==> src/rtl/vcbuf_pkg.sv <==
package vcbuf_pkg;
  // Width of an index that can name n items (at least one bit).
  function automatic int unsigned idx_width(input int unsigned n);
    return (n > 1) ? $clog2(n) : 1;
  endfunction
endpackage

==> src/rtl/vc_fifo.sv <==
module vc_fifo #(
  parameter int unsigned DATA_W = 16,
  parameter int unsigned DEPTH  = 2
) (
  input  logic              clk,
  input  logic              rst,
  input  logic              wr_valid,
  input  logic [DATA_W-1:0] wr_data,
  output logic              wr_ready,
  input  logic              rd_en,
  output logic              rd_valid,
  output logic [DATA_W-1:0] rd_data
);
  localparam int unsigned PTR_W = vcbuf_pkg::idx_width(DEPTH);
  localparam int unsigned CNT_W = $clog2(DEPTH + 1);
  localparam logic [PTR_W-1:0] LAST_SLOT = PTR_W'(DEPTH - 1);
  localparam logic [CNT_W-1:0] FULL_CNT  = CNT_W'(DEPTH);

  logic [DATA_W-1:0] mem [DEPTH];
  logic [PTR_W-1:0]  wptr, rptr;
  logic [CNT_W-1:0]  count;
  logic              wr_fire;

  assign wr_ready = (count != FULL_CNT);
  assign rd_valid = (count != '0);
  assign wr_fire  = wr_valid & wr_ready;
  assign rd_data  = mem[rptr];

  // storage without reset so it maps onto RAM
  always_ff @(posedge clk) begin
    if (wr_fire) mem[wptr] <= wr_data;
  end

  always_ff @(posedge clk) begin
    if (rst) begin
      wptr  <= '0;
      rptr  <= '0;
      count <= '0;
    end else begin
      if (wr_fire) wptr <= (wptr == LAST_SLOT) ? '0 : wptr + 1'b1;
      if (rd_en)   rptr <= (rptr == LAST_SLOT) ? '0 : rptr + 1'b1;
      case ({wr_fire, rd_en})
        2'b10:   count <= count + 1'b1;
        2'b01:   count <= count - 1'b1;
        default: count <= count;
      endcase
    end
  end

  assert_no_underflow_R6: assert property (@(posedge clk) disable iff (rst)
    rd_en |-> rd_valid);
  assert_no_overflow_R3: assert property (@(posedge clk) disable iff (rst)
    count <= FULL_CNT);
  assert_occupancy_kept_R10: assert property (@(posedge clk) disable iff (rst)
    (wr_fire && rd_en) |=> $stable(count));
endmodule

==> src/rtl/rr_arbiter.sv <==
module rr_arbiter #(
  parameter int unsigned N = 3
) (
  input  logic                                clk,
  input  logic                                rst,
  input  logic [N-1:0]                        req,
  input  logic                                advance,
  output logic [N-1:0]                        grant,
  output logic [vcbuf_pkg::idx_width(N)-1:0]  grant_idx
);
  localparam int unsigned IDX_W = vcbuf_pkg::idx_width(N);

  logic [IDX_W-1:0] last_q;

  always_comb begin
    int  idx;
    logic found;
    grant     = '0;
    grant_idx = '0;
    found     = 1'b0;
    idx       = 0;
    for (int k = 1; k <= int'(N); k++) begin
      idx = (int'(last_q) + k) % int'(N);
      if (!found && req[idx]) begin
        grant[idx] = 1'b1;
        grant_idx  = IDX_W'(idx);
        found      = 1'b1;
      end
    end
  end

  always_ff @(posedge clk) begin
    if (rst)          last_q <= IDX_W'(N - 1);
    else if (advance) last_q <= grant_idx;
  end

  assert_grant_onehot_R7: assert property (@(posedge clk) disable iff (rst)
    $onehot0(grant));
  assert_grant_eligible_R5: assert property (@(posedge clk) disable iff (rst)
    (grant & ~req) == '0);
  assert_grant_when_req_R5: assert property (@(posedge clk) disable iff (rst)
    (|req) |-> (|grant));
endmodule

==> src/rtl/vc_rx_buffer.sv <==
module vc_rx_buffer #(
  parameter int unsigned NUM_VC = 3,
  parameter int unsigned DATA_W = 16,
  parameter int unsigned DEPTH  = 2
) (
  input  logic                                    clk,
  input  logic                                    rst,
  input  logic [NUM_VC-1:0]                       in_valid,
  input  logic [DATA_W-1:0]                       in_data,
  output logic [NUM_VC-1:0]                       in_ready,
  input  logic [NUM_VC-1:0]                       out_ready,
  output logic                                    out_valid,
  output logic [DATA_W-1:0]                       out_data,
  output logic [vcbuf_pkg::idx_width(NUM_VC)-1:0] out_vc
);
  localparam int unsigned VC_W = vcbuf_pkg::idx_width(NUM_VC);

  logic [NUM_VC-1:0] head_valid;
  logic [NUM_VC-1:0] req;
  logic [NUM_VC-1:0] grant;
  logic [DATA_W-1:0] head_data [NUM_VC];
  logic [VC_W-1:0]   sel;

  for (genvar v = 0; v < NUM_VC; v++) begin : g_vc
    vc_fifo #(.DATA_W(DATA_W), .DEPTH(DEPTH)) u_fifo (
      .clk      (clk),
      .rst      (rst),
      .wr_valid (in_valid[v]),
      .wr_data  (in_data),
      .wr_ready (in_ready[v]),
      .rd_en    (grant[v]),
      .rd_valid (head_valid[v]),
      .rd_data  (head_data[v])
    );
  end

  assign req = head_valid & out_ready;

  rr_arbiter #(.N(NUM_VC)) u_arb (
    .clk       (clk),
    .rst       (rst),
    .req       (req),
    .advance   (out_valid),
    .grant     (grant),
    .grant_idx (sel)
  );

  assign out_valid = |grant;
  assign out_vc    = sel;
  assign out_data  = head_data[sel];

  assert_fire_needs_ready_R6: assert property (@(posedge clk) disable iff (rst)
    out_valid |-> out_ready[out_vc]);
  assert_single_writer_R2: assert property (@(posedge clk) disable iff (rst)
    $onehot0(in_valid));
  assert_ready_after_reset_R1: assert property (@(posedge clk)
    $fell(rst) |-> (&in_ready && !out_valid));
endmodule

==> config.mk <==
export PLATFORM = sky130hd
export DESIGN_NAME = vc_rx_buffer
export DESIGN_NICKNAME = d
export VERILOG_FILES = /design/src/rtl/vcbuf_pkg.sv /design/src/rtl/vc_fifo.sv /design/src/rtl/rr_arbiter.sv /design/src/rtl/vc_rx_buffer.sv
export SDC_FILE = /design/constraint.sdc
export NUM_CORES = 1
export LEC_CHECK = 0
export CAP_MARGIN = 10
export CORE_MARGIN = 2
export CORE_UTILIZATION = 40
export CTS_CLUSTER_SIZE = 16
export DETAILED_ROUTE_END_ITERATION = 6
export DONT_BUFFER_PORTS = 1
export HOLD_SLACK_MARGIN = 0.08
export PLACE_DENSITY_LB_ADDON = 0.12
export REMOVE_ABC_BUFFERS = 1
export SLEW_MARGIN = 20
export SYNTH_ARGS = -nofsm -noshare
export SYNTH_HDL_FRONTEND = slang
export SYNTH_SLANG_ARGS = --single-unit
==> constraint.sdc <==
create_clock -name clk -period 3.6 [get_ports clk]
set_input_delay 1.08 -clock clk [delete_from_list [all_inputs] [get_ports clk]]
set_output_delay 1.08 -clock clk [all_outputs]
set_load 0.02 [all_outputs]
Word level (Yosys, flattened, before mapping):

Memories as Yosys holds them, arrays and structs flattened. A register that Yosys moved wholly into a read port is not among the register bits.
Index checks and enable logic that the tools add are counted.

* bits in registers: 14
* memory bits (writable): 96
* input bits: 24
* output and inout port bits: 22
* memories: 3

Memories
* g_vc[0].u_fifo.mem: depth 2, width 16, rd ports 1, clocked after Yosys merged registers in 1, write ports 1, RTL line vc_fifo.sv:19 `logic [DATA_W-1:0] mem [DEPTH];`
* g_vc[1].u_fifo.mem: depth 2, width 16, rd ports 1, clocked after Yosys merged registers in 1, write ports 1, RTL line vc_fifo.sv:19
* g_vc[2].u_fifo.mem: depth 2, width 16, rd ports 1, clocked after Yosys merged registers in 1, write ports 1, RTL line vc_fifo.sv:19

* add/sub/neg operators: 15
* div/mod/pow operators: 3
* order comparisons: 7
* eq/ne operators: 9
* mux-type cells: 47
* bitwise operators: 7
* reductions and logical operators: 14

Operators by type and width (number)
* 32-bit by 1-bit >= comparator with 1-bit output, second input constant: 3
* 32-bit by 4-bit less-than comparator with 1-bit output, second input constant: 3
* 32-bit by 3-bit remainder unit with 32-bit output, second input constant: 3
* 16-bit binary-select mux with 2-bit select: 1
* 16-bit two-way mux: 2
* 1-bit two-way mux: 29
* 2-bit one-hot mux with 2 select lines: 3
* 2-bit nonzero test: 6
* 3-bit two-way mux: 3
* 1-bit adder, second input constant: 6
* 2-bit by 1-bit adder with 2-bit output, second input constant: 3
* 2-bit by 2-bit adder with 3-bit output, second input constant: 2
* 1-bit binary-select mux with 2-bit select: 3
* 1-bit demux with 2-bit select: 3
* 2-bit by 1-bit equality test with 1-bit output, second input constant: 3
* 2-bit equality test, second input constant: 3
* 2-bit two-way mux: 3
* 2-bit inequality test, second input constant: 3
* 3-bit bitwise OR: 2
* 2-bit by 1-bit subtractor with 2-bit output, second input constant: 3
* 1-bit logical AND: 5
* 2-bit by 1-bit adder with 3-bit output, second input constant: 1
* 1-bit bitwise AND: 3
* 3-bit bitwise AND: 1
* 4 further kinds: 5

Depth between registers and ports, before layout:

* depth after elaboration: 16
* depth in mapped cells: 12
* mapped depth without buffers: 11

Cells and area by module:

From an unflattened synthesis, not the netlist that was laid out.

* cell total of the unflattened synthesis: 300
* area, all modules: 4824.6 µm²

By module, submodules not included
* vc_fifo: instances 3, cells each 73, area each 1366.3 µm²
* vc_rx_buffer: instances 1, cells each 43, area each 406.6 µm²
* rr_arbiter: instances 1, cells each 38, area each 319.1 µm²

Least setup slack after synthesis:

Ideal clock, no wire load.

* path type: input -> output
* start point: input out_ready[0]
* end point: output out_data[4]
* arrival: 2638 ps
* setup slack: -118 ps
* stages: 7
* path buffers: 1
* cell sequence: o21ai_2 -> maj3_1 -> o221ai_2 -> buf_4 -> mux2i_1 -> nor2_1 -> a21oi_1

* word-level cells in the longest chain between the ends: 15
* elaborated cells between the ends (all ways): 23

RTL lines
* from (decl): RTL line vc_rx_buffer.sv:11 `input logic [NUM_VC-1:0] out_ready,`
* 3-bit bitwise AND (*): RTL line vc_rx_buffer.sv:37 `assign req = head_valid & out_ready;`
* 1-bit binary-select mux with 2-bit select: RTL line rr_arbiter.sv:24 `if (!found && req[idx]) begin`
* 1-bit two-way mux (implied by the code) (2 in a row): RTL line rr_arbiter.sv:24
* 1-bit two-way mux: RTL line rr_arbiter.sv:24
* 1-bit zero test: RTL line rr_arbiter.sv:24
* 1-bit logical AND: RTL line rr_arbiter.sv:24
* 1-bit two-way mux: RTL line rr_arbiter.sv:24
* 1-bit zero test: RTL line rr_arbiter.sv:24
* 1-bit logical AND: RTL line rr_arbiter.sv:24
* 2-bit two-way mux (*): RTL line rr_arbiter.sv:24
* 2-bit NOT with 3-bit output (implied by the code) (*): RTL line vc_rx_buffer.sv:50 `assign out_data = head_data[sel];`
* 16-bit binary-select mux with 2-bit select (*): RTL line vc_rx_buffer.sv:50
* 16-bit two-way mux (implied by the code) (*) (2 in a row): RTL line vc_rx_buffer.sv:50
* to (decl): RTL line vc_rx_buffer.sv:13 `output logic [DATA_W-1:0] out_data,`

Every way passes the cells marked *; elsewhere a longest branch is shown, timed or not. The select of a mux whose other input is x is not followed.

Worst setup path in the final report:

* start point: input out_ready[0]
* end point: output out_data[8]

Same word-level chain as after synthesis.

==> results.yml <==
outcome:
  status: "completed"
clock_tree:
  clock_latency_ns: 0.40
  cts_max_level: 4
  path_clk_slew_ns: 0.05
  cts_tree: "yes"
  clock-sinks: 113
  cts_buffers: 17
  clock_path_buffers: 2
  cts_hold_buf: 0
  root_buffer: "clkbuf_16"
setup_path:
  crit_chain: "o21ai_4 -> maj3_2 -> o221ai_4 -> buf_4 -> clkbuf_16 -> mux2i_1 -> nor2_1 -> a21oi_1 -> buf_4"
  slowest_delay_ns: 0.34
  reg2reg_slack_ns: 0.83
  r2r_end: "g_vc[2].u_fifo.count[1]$_SDFFE_PP0P_"
  reg2reg_from: "u_arb.last_q[1]$_SDFFE_PP1P_"
  crit_start: "out_ready[0]"
  crit_path_frequent_cell: "buf_4"
  path_buf_inv: 3
  crit_slowest_cell: "maj3_2"
  cp.arrival_ns: 2.50
  crit_fanout: 5
  start_kind: "input pin"
  critPathRequiredTime_ns: 2.52
  path_class: "input pin to output pin"
  path_delay_family: "buffers and inverters"
  crit_path_end: "out_data[8]"
  end_kind: "output pin"
  rr_worst_depth: 11
  path_depth: 9
layout:
  num_antenna_cells: 0
  syn_to_final_growth_pct: 24.7
  final_common_cell: "edfxtp_1"
  post-route-util: 0.507
  drive_above_1_share: 0.282
  final_cells: 544
  final_nets: 415
  mostFrequentLayoutCells: "edfxtp_1, mux2i_1, buf_4, nor2_1, clkbuf_16"
global_routing:
  track_usage: 0.162
  antenna_found_initial: 0
  grt_overflow: 0
  grt_pass1_wl_um: 15200
  grt_max_degree: 20
  grt_pass1_vias: 2817
route:
  vias_per_cell: 5.25
  firstDrtPassIters: 5
  drt_iter0_markers: 162
  drc: 0
  wl_um: 10200
  route.vias.total: 2856
  post_drt_wl_per_cell_um: 18.7
  antenna_left: 0
timing:
  holdWs_ns: 0.512
  finalCriticalPeriod_ns: 3.58
  slew_headroom: 0.362
  skew_ns: 0.00882
  hold_violations: 0
  tightest_slew_ns: 0.957
  finalCritPeriodShare: 0.994
  slew_viol_final: 0
  fmax_ghz: 0.279
  rsz0062_at_grt: "true"
  setup_viol: 0
yosys:
  synth-edff-count: 96
  synthSimpleGateAreaFrac: 0.0609
  synth_compound_area_frac: 0.0766
  synth_area_per_cell_um2: 14.5
  syn_inst: 336
  synth_xor_xnor_area_share: 0.0180
  async_flop_share: 0
  ys.flop_type: "edfxtp_1"
  synth_top_family_by_area: "multiplexers"
  yosysWarnings: 0
  ys_ff_latch: 113
  synthesis.area_um2: 4870
  synth_fa_ha_area_frac: 0.0201
  synth_mux_area_frac: 0.140
  yosysSeqAreaShare: 0.662
  synth.distinct_cells: 41
power:
  seqPwrFrac: 0.334
  max-vdd-ir-drop_uv: 500
  p_leak_nw: 2.21
  swShare: 0.332
  pwr-share-comb: 0.376
  powerDensity_nw_per_um2: 925
  clock_power_share: 0.289
  switchingPower_mw: 1.86
  p_int_mw: 3.75
floorplan:
  start_util: 0.407
  die_w_um: 114
  die-area_um2: 13100
  fp.dieH_um: 114
  io_pins: 46
  row_count: 40
  core_area_um2: 12000
placement:
  hpwl_um: 5910
  portBuffers: 0
  gp_congestion: 0.782
  dp.cells: 502
flow_run:
  max_cap_viol_count: 0
min_path:
  hold_class: "flop to flop"
-- cell families after synthesis --
| logic type | Yosys count |
|---|---|
| compound gates | 50 |
| simple gates | 65 |
| fa+ha+maj | 8 |
| flops | 113 |
| mux | 66 |
| xor+xnor | 10 |
| buf+inv | 24 |
-- worst register-to-register path, cell delays in order (launching register included) --
cell and delay (ns):
dfxtp_2 0.34, inv_1 0.11, ha_4 0.20, clkinvlp_4 0.21, buf_4 0.20, a211oi_1 0.23
a21oi_1 0.10, o22ai_1 0.33, a21o_1 0.20, ha_1 0.28, or3_1 0.37, a21oi_1 0.14
-- power groups by stage --
stage | Sequential (mW) | Clock, mW | Combinational, mW
after floorplan | 1.89 | 0 | 1.22
after global placement | 1.89 | 0 | 1.88
final | 1.88 | 1.63 | 2.11
after detailed placement | 1.90 | 0 | 1.90
after CTS | 1.88 | 1.66 | 1.99
after global routing | 1.91 | 1.72 | 2.29
-- cells in the mapped netlist (3+ instances only) --
cell,number,area (µm²)
inv_1,7,26.3
buf_1,3,11.3
xor2_1,6,52.6
o21ai_0,4,20.0
o22ai_1,4,25.0
nand2b_1,5,31.3
xnor2_1,4,35.0
mux2_2,9,101
a21oi_1,21,105
nor2_1,38,143
mux2i_1,55,551
edfxtp_1,96,2880
clkbuf_1,9,33.8
nand2_1,7,26.3
and3_1,3,18.8
or3_1,3,18.8
a211oi_1,6,45.0
ha_1,7,87.6
buf_4,4,30.0
a21o_1,3,22.5
dfxtp_1,17,340
-- area by class of cell --
class / instances / area, µm²
fill: 1010 / 5890
sequential: 113 / 3230
multi-input combinational: 199 / 1650
clock buffer: 21 / 440
timing repair buffer: 46 / 395
tap: 147 / 184
clock inverter: 11 / 139
inverter: 7 / 33.8
-- state kept, by name (all words and copies together) (netlist names), named ones only --
| register | cells |
|---|---|
| g_vc.u_fifo.count | 6 |
| g_vc.u_fifo.mem | 96 |
| g_vc.u_fifo.rptr | 3 |
| g_vc.u_fifo.wptr | 3 |
| u_arb.last_q | 2 |
-- per-stage QoR --
stage	setup TNS [ns]	total power, mW	area, µm²	worst slack (ns)
after floorplan	-17.98	3.11	4790	-1.11
after global placement	-0.0427	3.77	5260	-0.0368
after detailed placement	-0.0973	3.80	5260	-0.0359
after CTS	-0.00427	5.52	5920	-0.00427
after global routing	-0.620	5.91	6070	-0.0870
final	0	5.62	6070	0.0217
-- worst min path at each step --
| stage | startpoint | to | slack [ns] | cells past startpoint |
|---|---|---|---|---|
| after floorplan | g_vc[0].u_fifo.count[1]$_SDFFE_PP0P_ | g_vc[0].u_fifo.count[1]$_SDFFE_PP0P_ | 0.48 | 2 |
| after global placement | g_vc[0].u_fifo.rptr$_SDFFE_PP0P_ | g_vc[0].u_fifo.rptr$_SDFFE_PP0P_ | 0.50 | 2 |
| after detailed placement | g_vc[0].u_fifo.rptr$_SDFFE_PP0P_ | flop | 0.50 | 2 |
| after CTS | g_vc[0].u_fifo.count[1]$_SDFFE_PP0P_ | g_vc[0].u_fifo.count[1]$_SDFFE_PP0P_ | 0.51 | 2 |
| after global routing | g_vc[0].u_fifo.count[1]$_SDFFE_PP0P_ | g_vc[0].u_fifo.count[1]$_SDFFE_PP0P_ | 0.57 | 2 |
| final | g_vc[0].u_fifo.rptr$_SDFFE_PP0P_ | g_vc[0].u_fifo.rptr$_SDFFE_PP0P_ | 0.51 | 2 |
-- timing repair --
action                                 in CTS  in global routing
setup buffers                               1                  8
resized for setup                           8                 22
setup endpoints to repair                  16                 17
endpoints found under the hold margin       0                  0
pin swaps                                   1                  9
cloned                                      1                  1
-- layer usage --
layer,vias up,global-route usage,routed length [µm]
met2,76,0.264,5100
met3,15,0.0513,474
met4,0,0.0699,150
met1,1399,0.198,4430
li1,1366,-,-
met5,-,0,0
(Power assumes the default switching activity.)
